`config.mk`:
```
export PLATFORM = sky130hd
export DESIGN_NAME = pds_ctrl
export DESIGN_NICKNAME = d
export VERILOG_FILES = /design/src/rtl/pds_pkg.sv /design/src/rtl/pds_cond.sv /design/src/rtl/pds_plan.sv /design/src/rtl/pds_settle.sv /design/src/rtl/pds_ctrl.sv
export SDC_FILE = /design/constraint.sdc
export NUM_CORES = 1
export LEC_CHECK = 0
export ABC_AREA = 0
export BUFFER_PORTS_ARGS = -buffer_cell sky130_fd_sc_hd__buf_2
export CAP_MARGIN = 20
export CORE_UTILIZATION = 26
export DETAILED_ROUTE_END_ITERATION = 10
export PLACE_DENSITY = 0.58
export SYNTH_ARGS = -nofsm -noshare
export SYNTH_HDL_FRONTEND = slang
export SYNTH_SLANG_ARGS = --single-unit
```
`constraint.sdc`:
```
create_clock -name clk -period 3.5 [get_ports clk]
set_input_delay 0.175 -clock clk [delete_from_list [all_inputs] [get_ports clk]]
set_output_delay 0.175 -clock clk [all_outputs]
set_load 0.05 [all_outputs]
```
`src/rtl/pds_pkg.sv`:
```
package pds_pkg;

  typedef enum logic [1:0] {
    PS_OFF  = 2'b00,
    PS_RET  = 2'b01,
    PS_INA  = 2'b10,
    PS_ACT  = 2'b11
  } pstate_t;

  // one level down; never below OFF
  function automatic logic [1:0] step_down(input logic [1:0] s);
    return (s == 2'b00) ? 2'b00 : s - 2'd1;
  endfunction

  // logic power is up in both ON states
  function automatic logic pwr_for(input logic [1:0] s);
    return s[1];
  endfunction

  // retention only in RETENTION with the keep select
  function automatic logic ret_for(input logic [1:0] s, input logic keep);
    return (s == 2'b01) && keep;
  endfunction

endpackage

```
`src/rtl/pds_cond.sv`:
```
module pds_cond #(
  parameter int NCD = 4
) (
  input  logic [NCD-1:0] cd_idle,
  input  logic [NCD-1:0] cd_wake,
  input  logic           volt_on,
  input  logic           clkgen_quiet,
  input  logic           clkin_gated,
  input  logic           clk_req,
  input  logic           svc_req,
  output logic           sleep_ok,
  output logic           wake_ok
);

  logic all_idle;
  logic any_wake;

  assign all_idle = &cd_idle;
  assign any_wake = (|cd_wake) || clk_req || svc_req;

  assign sleep_ok = all_idle && clkgen_quiet && clkin_gated && !svc_req;
  assign wake_ok  = volt_on && any_wake;

endmodule

```
`src/rtl/pds_plan.sv`:
```
module pds_plan
  import pds_pkg::*;
(
  input  logic       busy,
  input  logic [1:0] cur,
  input  logic [1:0] tgt,
  input  logic       run,
  input  logic       deep_req,
  input  logic       sleep_ok,
  input  logic       wake_ok,
  output logic       go_wake,
  output logic       go_down,
  output logic [1:0] dest
);

  logic below_act;
  logic may_desc;

  assign below_act = (cur != PS_ACT);
  // from full-on a descent may begin; lower down it needs a live run or a request
  assign may_desc  = (cur == PS_ACT) || run || deep_req;

  always_comb begin
    go_wake = 1'b0;
    go_down = 1'b0;
    dest    = cur;
    if (!busy) begin
      if (below_act && wake_ok) begin
        go_wake = 1'b1;
        dest    = PS_ACT;
      end else if ((tgt < cur) && sleep_ok && may_desc) begin
        go_down = 1'b1;
        dest    = step_down(cur);
      end
    end
  end

endmodule

```
`src/rtl/pds_settle.sv`:
```
module pds_settle #(
  parameter int SETTLE = 4
) (
  input  logic clk,
  input  logic rst_n,
  input  logic start,
  output logic busy,
  output logic done
);

  localparam int CW = (SETTLE > 1) ? $clog2(SETTLE) : 1;
  localparam logic [CW-1:0] LOAD = CW'(SETTLE - 1);

  logic [CW-1:0] cnt;

  assign done = busy && (cnt == '0);

  always_ff @(posedge clk or negedge rst_n) begin
    if (!rst_n) begin
      busy <= 1'b0;
      cnt  <= '0;
    end else if (!busy) begin
      if (start) begin
        busy <= 1'b1;
        cnt  <= LOAD;
      end
    end else if (done) begin
      busy <= 1'b0;
    end else begin
      cnt <= cnt - 1'b1;
    end
  end

endmodule

```
`src/rtl/pds_ctrl.sv`:
```
module pds_ctrl
  import pds_pkg::*;
#(
  parameter int NCD    = 4,
  parameter int SETTLE = 4
) (
  input  logic           clk,
  input  logic           rst_n,
  input  logic [1:0]     tgt_state,
  input  logic           logic_keep,
  input  logic           deep_req,
  input  logic           volt_on,
  input  logic [NCD-1:0] cd_idle,
  input  logic [NCD-1:0] cd_wake,
  input  logic           clkgen_quiet,
  input  logic           clkin_gated,
  input  logic           clk_req,
  input  logic           svc_req,
  output logic [1:0]     cur_state,
  output logic [1:0]     last_state,
  output logic           busy,
  output logic           logic_on,
  output logic           logic_pwr_en,
  output logic           logic_ret_en
);

  logic       sleep_ok, wake_ok;
  logic       start_wake, start_down, start_any;
  logic       commit_evt;
  logic [1:0] dest;
  logic [1:0] nxt_q;
  logic       keep_q;
  logic       run_q;

  assign start_any = start_wake || start_down;

  pds_cond #(.NCD(NCD)) u_cond (
    .cd_idle      (cd_idle),
    .cd_wake      (cd_wake),
    .volt_on      (volt_on),
    .clkgen_quiet (clkgen_quiet),
    .clkin_gated  (clkin_gated),
    .clk_req      (clk_req),
    .svc_req      (svc_req),
    .sleep_ok     (sleep_ok),
    .wake_ok      (wake_ok)
  );

  pds_plan u_plan (
    .busy     (busy),
    .cur      (cur_state),
    .tgt      (tgt_state),
    .run      (run_q),
    .deep_req (deep_req),
    .sleep_ok (sleep_ok),
    .wake_ok  (wake_ok),
    .go_wake  (start_wake),
    .go_down  (start_down),
    .dest     (dest)
  );

  pds_settle #(.SETTLE(SETTLE)) u_settle (
    .clk   (clk),
    .rst_n (rst_n),
    .start (start_any),
    .busy  (busy),
    .done  (commit_evt)
  );

  // latch the destination and keep select when a transition is launched
  always_ff @(posedge clk or negedge rst_n) begin
    if (!rst_n) begin
      nxt_q  <= PS_ACT;
      keep_q <= 1'b0;
      run_q  <= 1'b0;
    end else if (!busy) begin
      run_q <= start_down;
      if (start_any) begin
        nxt_q  <= dest;
        keep_q <= logic_keep;
      end
    end
  end

  // commit of state, history and logic enables
  always_ff @(posedge clk or negedge rst_n) begin
    if (!rst_n) begin
      cur_state    <= PS_ACT;
      last_state   <= PS_ACT;
      logic_pwr_en <= 1'b1;
      logic_ret_en <= 1'b0;
    end else if (commit_evt) begin
      cur_state    <= nxt_q;
      last_state   <= cur_state;
      logic_pwr_en <= pwr_for(nxt_q);
      logic_ret_en <= ret_for(nxt_q, keep_q);
    end
  end

  assign logic_on = logic_pwr_en || logic_ret_en;

endmodule

```
Yosys cells after proc, flatten, opt, wreduce, memory -nomap -nowiden
Index checks and enable logic that the tools add are counted.
{"block": "totals", "reg_bits": 13, "inputBits": 19, "out_inout_bits": 8, "elab_cells": 54}
{"block": "op_classes", "add_sub_neg": 2, "n_lt_le_gt_ge": 1, "n_eq_ne": 4, "n_mux": 14, "n_bitwise": 1, "reduce_logical": 23}
{"cell": "two-way mux 2 bit", "n": 6}
{"cell": "logical AND 1 bit", "n": 9}
{"cell": "two-way mux 1 bit", "n": 8}
{"cell": "logical OR 1 bit", "n": 6}
{"cell": "zero test 2 bit", "n": 2}
{"cell": "inequality test 2 bit, second input constant", "n": 2}
{"cell": "AND reduction 2 bit", "n": 2}
{"cell": "AND reduction 4 bit", "n": 1}
{"cell": "OR reduction 4 bit", "n": 1}
{"cell": "subtractor 2 x 1 -> 2 bit, second input constant", "n": 2}
{"cell": "== test 2 x 1 -> 1 bit, second input constant", "n": 1}
{"cell": "== test 2 bit, second input constant", "n": 1}
{"cell": "< comparator 2 bit", "n": 1}
{"cell": "nonzero test 2 bit", "n": 1}
{"cell": "zero test 1 bit", "n": 1}
{"cell": "NOT 1 bit", "n": 1}

Depth between registers and ports, before layout
Gate-level depths: netlist of run 1.
{"block": "logic_depth", "depth_word": 12, "depth_mapped": 5, "depth_no_buf": 5}

Modules after synthesis
A second synthesis of run 1 with hierarchy kept.
{"block": "unflattened", "hier_cells": 61, "hier_area_um2": 705.7}
{"module": "pds_ctrl", "instances": 1, "cells_each": 24, "area_each_um2": 390.4, "seq_area_each_um2": 232.7}
{"module": "pds_settle", "instances": 1, "cells_each": 13, "area_each_um2": 153.9, "seq_area_each_um2": 75.1}
{"module": "pds_plan", "instances": 1, "cells_each": 19, "area_each_um2": 130.1, "seq_area_each_um2": 0.0}
{"module": "pds_cond", "instances": 1, "cells_each": 5, "area_each_um2": 31.3, "seq_area_each_um2": 0.0}

Worst setup path after synthesis of run 1
No wires, ideal clock.
{"block": "synth_path", "path_type": "reg-to-reg", "from": "register cur_state[1]", "to": "register keep_q", "setup_ns": 0.125, "arrival_ns": 1.875, "required_ns": 3.375, "setup_slack_ns": 1.500, "path_stages_with_launch": 6, "n_path_buf": 0, "synth_period_minus_slack_ns": 2.000, "cell_sequence": "dfstp_2 inv_1 ha_1 a2111oi_4 a21oi_2 mux2_4"}
{"block": "synth_via", "elab_chain_cells": 9, "elab_cells_between_ends": 15, "classes_between": "order compare: 1; eq/ne: 2; mux: 5; reduce/logical: 7"}
{"element": "start, declared", "line_no": "pds_ctrl.sv:19", "source": "output logic [1:0] cur_state,"}
{"element": "start signal, assigned", "line_no": "pds_ctrl.sv:93", "source": "cur_state <= nxt_q;"}
{"element": "== test 2 bit", "line_no": "pds_plan.sv:21", "source": "assign may_desc = (cur == PS_ACT) || run || deep_req;"}
{"element": "logical OR 1 bit (2 in series)", "line_no": "pds_plan.sv:21"}
{"element": "logical AND 1 bit", "line_no": "pds_plan.sv:31", "source": "end else if ((tgt < cur) && sleep_ok && may_desc) begin"}
{"element": "two-way mux 1 bit", "line_no": "pds_plan.sv:31"}
{"element": "two-way mux 1 bit", "line_no": "pds_plan.sv:28", "source": "if (below_act && wake_ok) begin"}
{"element": "two-way mux 1 bit", "line_no": "pds_plan.sv:27", "source": "if (!busy) begin"}
{"element": "logical OR 1 bit (*)", "line_no": "pds_ctrl.sv:35", "source": "assign start_any = start_wake || start_down;"}
{"element": "AND reduction 2 bit (no line) (*)"}
{"element": "end signal, assigned", "line_no": "pds_ctrl.sv:80", "source": "keep_q <= logic_keep;"}
{"element": "end, declared", "line_no": "pds_ctrl.sv:32", "source": "logic keep_q;"}
Every way passes the cells marked *; elsewhere a longest branch is shown, timed or not.
A chain may end at the register's enable or synchronous reset.

Worst setup path in the final report of run 1
Same ends and word-level chain as after synthesis.

==> metrics.md, run 1 <==
| Metric | Value |
|---|---|
| Vias in the first global route | 613 |
| Area share of fa/ha/maj cells after synthesis | 3.85% |
| Worst setup margin | 1620 ps |
| Post-synthesis mux area share | 8.86% |
| Most frequent cell after synthesis | nand2_1 |
| Max Clock Freq | 0.533 GHz |
| Synth cell types | 28 |
| Detailed router's first-iteration violation count | 3 |
| Yosys warns | 0 |
| Placement Setup Slack | 1620 ps |
| R2R Setup Slk | 1620 ps |
| RePlAce Congestion | 0.727 |
| Total Routing Usage GR | 13.2% |
| GRT overflow | 0 |
| Final clock period utilization by the worst path | 53.7% |
| Crit path kind | reg2reg |
| Arrival time worst endpoint | 2040 ps |
| CTS max path bufs | 2 |
| Leading area contributor after synthesis | dfstp_2 |
| Nets | 113 |
| Area contributors post-synth | dfstp_2 (24%), dfrtp_1 (23%), a2111oi_4 (4.2%) |
| Final Hold Vio Count | 0 |
| Hold Crit Class | in2reg |
| Post-synth top cells | nand2_1 (7), dfrtp_1 (6), dfstp_2 (6), inv_1 (5) |
| TritonRoute pass-1 iters | 3 |
| Clock Skews | 3.41 ps |
| Inst Count DP | 114 |
| CORE AREA | 2280 µm² |
| Via count of the routed design | 560 |
| Root Driver | clkbuf_4 |
| Global-route wire length before repair | 2.67 mm |
| Initial core utilization | 28.5% |
| RSZ-0062 raised after global routing | no |
| CP required | 3670 ps |
| CTS Sinks | 12 |
| # port buffers | 26 |
| MaxCap Viol Count | 0 |
| I/O Pins | 27 |
| Ant. Diodes | 0 |
| Worst Tran Pin Value | 418 ps |
| Layout area overhead | 30.6% |
| Avg Cell Area, Syn | 10.5 µm² |
| Die area | 2700 µm² |
| Synth top area share | 24.3% |
| Worst-path clk slew | 80 ps |
| Util after Layout | 37.3% |
| Setup Viol. Count Final | 0 |
| Top_reg_cell synth | dfstp_2 |
| Max-slew headroom | 71.9% |
| Drt total wl | 1.39 mm |
| Vert. Die Dim | 52.0 µm |
| Compound-Gate Fraction of Synth Area | 19.8% |
| CTS Buf Count | 3 |
| Setup_tns | 0 ps |
| Chip Width | 52.0 µm |
| Antenna Violating Nets Remaining | 0 |
| Seq/Total Area, Yosys | 47.4% |
| PwrDens | 918 nW/µm² |
| Post-synth ARST share | 100% |
| Post-synth EDFFs | 0 |
| Mapped Cells | 62 |
| Crit path time final | 1880 ps |
| Finished Layout Cells | 119 |
| Max Slew Vio Count | 0 |
| Post-Syn Area | 649 µm² |
| Peak fanout along the critical path | 9 |
| Crit path launch type | flop |
| Syn nets | 83 |
| Residual DRC count | 0 |
| Initial antenna violation count | 0 |
| Largest family of logic cells by synthesized area | compound AO/OA/AOI/OAI gates |
| Post-cts repair resize count | 0 |
| Row count | 17 |
| XOR/XNOR share of the synthesized area | 1.35% |
| Simple-gate portion of the synthesized area | 13.9% |
| H-tree levels | 1 |
| #FFs+latches synth | 12 |
| Outcome | finished clean |
| Design Area, Final | 848 µm² |
| CTS tree | done |
| Ratio of cells with drive above 1 in the final layout | 49.5% |
| Area post-placement | 802 µm² |
| VDD IR-drop max | 0.409 mV |
| DP Wirelength | 1.13 mm |
| Clk_lat worst skew | 270 ps |
| Via density | 4.71 |
| Largest net degree at the start of global routing | 13 |
| Type of destination of the critical path | flop |
| Leak | 0.419 nW |
| Wire per inst | 11.7 µm |
## final cells by class
| cell class | instances | area [µm²] |
|---|---|---|
| well taps | 28 | 35.0 |
| flip-flops and latches | 12 | 308 |
| clock buffers | 4 | 36.3 |
| inverters | 5 | 18.8 |
| fillers | 238 | 1430 |
| multi-input cells | 43 | 310 |
| repair buffers | 27 | 140 |
## registers in the layout, summed over array words and instances (netlist names)
name and cells:
keep_q 1, run_q 1, u_settle.cnt 2, nxt_q 2
last_state 2, u_settle.busy 1, cur_state 2, logic_ret_en 1
## routing by layer
metal  GRT usage (%)  vias up  share of wire (%)
met5               0        -                  0
li1                -      275                  -
met4            1.35        0                  0
met1            15.4      271                 42
met3            4.39        0                4.2
met2            23.9       14                 53
## cell usage in the layout, fill, tap and decap left out, drive strengths merged
cell and n:
nand4 1, a211oi 2, xor2 1, mux2 3
nor3 3, a2111oi 1, dfrtp 6, dlygate4sd3 1
or2 1, inv 5, o21ai 4, mux2i 2
nand2 8, a21bo 1, o31ai 1, nand2b 1
nor4 1, buf 26, a22oi 2, a21oi 5
nor2 4, clkbuf 4, ha 2, dfstp 6
## cell families (layout without fill, tap and decap cells)
kind of cell	after synthesis	after routing
AOI/OAI and AO/OA	16	16
xor gates and xnor gates	1	1
adders and majority gates	2	2
buffers and inverters	7	36
DFF	12	12
muxes	5	5
and+or+nand+nor	19	19
## critical path: stages, from the launching register on
cell,delay [ps]
dfstp_2,610
inv_1,70
ha_1,300
a2111oi_4,370
a21oi_2,120
mux2_4,300
## where the power goes
part           total (mW)  switching [mW]  internal, mW  leakage, nW
clock               0.111          0.0474        0.0633       0.0210
sequential          0.271          0.0604         0.211        0.137
combinational       0.397           0.265         0.133        0.261
total               0.779           0.372         0.407        0.419
## path summary, 6_finish.rpt
kind	startpoint	endpoint	cells past startpoint
min in group asynchronous	rst_n	keep_q$_DFFE_PN0P_	2
max reg2reg	cur_state[1]$_DFFE_PN1P_	keep_q$_DFFE_PN0P_	5
min	logic_keep	keep_q$_DFFE_PN0P_	2
min reg2reg	last_state[1]$_DFFE_PN1P_	last_state[1]$_DFFE_PN1P_	2
max	cur_state[1]$_DFFE_PN1P_	keep_q$_DFFE_PN0P_	5
max in group asynchronous	rst_n	cur_state[0]$_DFFE_PN1P_	2
## per-stage QoR
step                      power (mW)  hold slack, ps
after detailed placement       0.678            69.9
final                          0.779             140
after floorplan                0.592            -121
after global placement         0.665            66.6
after CTS                      0.793             134
after global routing           0.848             126
## repair_timing
item | in CTS | in global routing
hold buffers | 1 | 0
setup buffers | 0 | 0
endpoints found under the hold margin | 6 | 0
Power figures use the tool's default switching activity.
==> inputs of run 2 (changes only) <==
Clock period 3.5 ns to 1.9 ns, I/O delays scaled along.
==> metrics.md, run 2 (synthesized netlist as in run 1, its figures left out) <==
| Metric | Value |
|---|---|
| Outcome | finished clean |
| Final clock period utilization by the worst path | 94.4% |
| Peak fanout along the critical path | 2 |
| Area post-placement | 826 µm² |
| Arrival time worst endpoint | 1970 ps |
| Hold Crit Class | in2reg |
| Initial core utilization | 28.5% |
| Drt total wl | 1.43 mm |
| Final Hold Vio Count | 0 |
| Layout area overhead | 34.3% |
| Die area | 2700 µm² |
| MaxCap Viol Count | 0 |
| Ratio of cells with drive above 1 in the final layout | 52.2% |
| FILL cells | 225 |
| Worst Tran Pin Value | 402 ps |
| Vias in the first global route | 504 |
| Nets | 114 |
| Chip Width | 52.0 µm |
| CORE AREA | 2280 µm² |
| Postcts setup bufs | 0 |
| CTS tree | done |
| Row count | 17 |
| Residual DRC count | 0 |
| FF-to-FF path depth | 5 |
| Register area | 312 µm² |
| CP max stage delay | 620 ps |
| RePlAce Congestion | 0.724 |
| Root Driver | clkbuf_4 |
| Post-cts repair resize count | 0 |
| Crit path to | keep_q$_DFFE_PN0P_ |
| Antenna Violating Nets Remaining | 0 |
| RSZ-0062 raised after global routing | no |
| Total Routing Usage GR | 11.8% |
| Via count of the routed design | 561 |
| Vert. Die Dim | 52.0 µm |
| Type of destination of the critical path | flop |
| Detailed router's first-iteration violation count | 9 |
| Critical path's slowest cell | dfstp_4 |
| Setup Viol. Count Final | 0 |
| VDD IR-drop max | 1.08 mV |
| Area occupied by multi-input gates | 323 µm² |
| Worst setup margin | 106 ps |
| DP Wirelength | 1.14 mm |
| CTS Sinks | 12 |
| Ant. Diodes | 0 |
| Initial antenna violation count | 0 |
| CP Buf/Inv Count | 1 |
| Global-route wire length before repair | 2.27 mm |
| Placement Setup Slack | 108 ps |
| Setup_tns | 0 ps |
| Wire per inst | 12.0 µm |
| Largest net degree at the start of global routing | 13 |
| TritonRoute pass-1 iters | 4 |
| CP Cell Sequence | inv_2 -> ha_4 -> a2111oi_4 -> a21oi_2 -> mux2_4 |
| Crit path kind | reg2reg |
| GRT overflow | 0 |
| R2R Setup Slk | 110 ps |
| PwrDens | 1690 nW/µm² |
| Hold WS | 51.9 ps |
| H-tree levels | 1 |
| I/O Pins | 27 |
| Post-CTS Hold Buffers | 1 |
| Clk_lat worst skew | 280 ps |
| Worst Setup SP | cur_state[1]$_DFFE_PN1P_ |
| Reg2reg start | cur_state[1]$_DFFE_PN1P_ |
| Max Clock Freq | 0.557 GHz |
| Max Slew Vio Count | 0 |
| # port buffers | 26 |
| Crit path time final | 1790 ps |
| Design Area, Final | 872 µm² |
| CTS Buf Count | 3 |
| Clock Skews | 8.28 ps |
| Worst r2r dst | keep_q$_DFFE_PN0P_ |
| Most common cell after layout, fill and taps aside | buf_2 |
| Via density | 4.68 |
| Util after Layout | 38.3% |
| Inst Count DP | 115 |
| Final Power | 1.48 mW |
| CTS max path bufs | 2 |
| Max-slew headroom | 73.0% |
| Worst-path clk slew | 80 ps |
| Stages on worst setup path | 5 |
| Crit path launch type | flop |
| Finished Layout Cells | 120 |
| Largest delay contributor family on the critical path | flip-flops |
| Commonest non-fill, non-tap cells in the layout | buf_2 (26), nand2_1 (7), dfrtp_1 (6), dfstp_2 (5) |
| Leak | 0.420 nW |
| CP required | 2080 ps |
## run 2: power breakdown
part	internal, mW	switching [mW]	total (mW)
Clock	0.117	0.0945	0.211
Sequential	0.393	0.0950	0.488
Combinational	0.266	0.510	0.776
## run 2: worst min-delay path by stage
stage | start | end | slack [ps] | cells past startpoint
2_1_floorplan | rst_n | keep_q$_DFFE_PN0P_ | -200 | 0
3_3_place_gp | rst_n | u_settle.cnt[1]$_DFFE_PN0P_ | -10 | 1
3_5_place_dp | rst_n | u_settle.cnt[1]$_DFFE_PN0P_ | -9 | 1
4_1_cts | logic_keep | keep_q$_DFFE_PN0P_ | 40 | 2
5_1_grt | logic_keep | keep_q$_DFFE_PN0P_ | 40 | 2
6_report | logic_keep | keep_q$_DFFE_PN0P_ | 50 | 2
## run 2: area by class of cell
| cell class | count | share of cell area, % |
|---|---|---|
| clock buffers | 4 | 4.16 |
| inverters | 5 | 2.15 |
| multi-input cells | 43 | 37.0 |
| flip-flops and latches | 12 | 35.7 |
| well taps | 28 | 4.02 |
| repair buffers | 28 | 16.9 |
## run 2: routing by layer
layer	GRT usage [%]	wire, µm	vias up
met2	18.8	655	18
met5	0	0	-
met3	5.26	80	2
met1	14.5	690	261
li1	-	-	280
met4	2.70	8	0
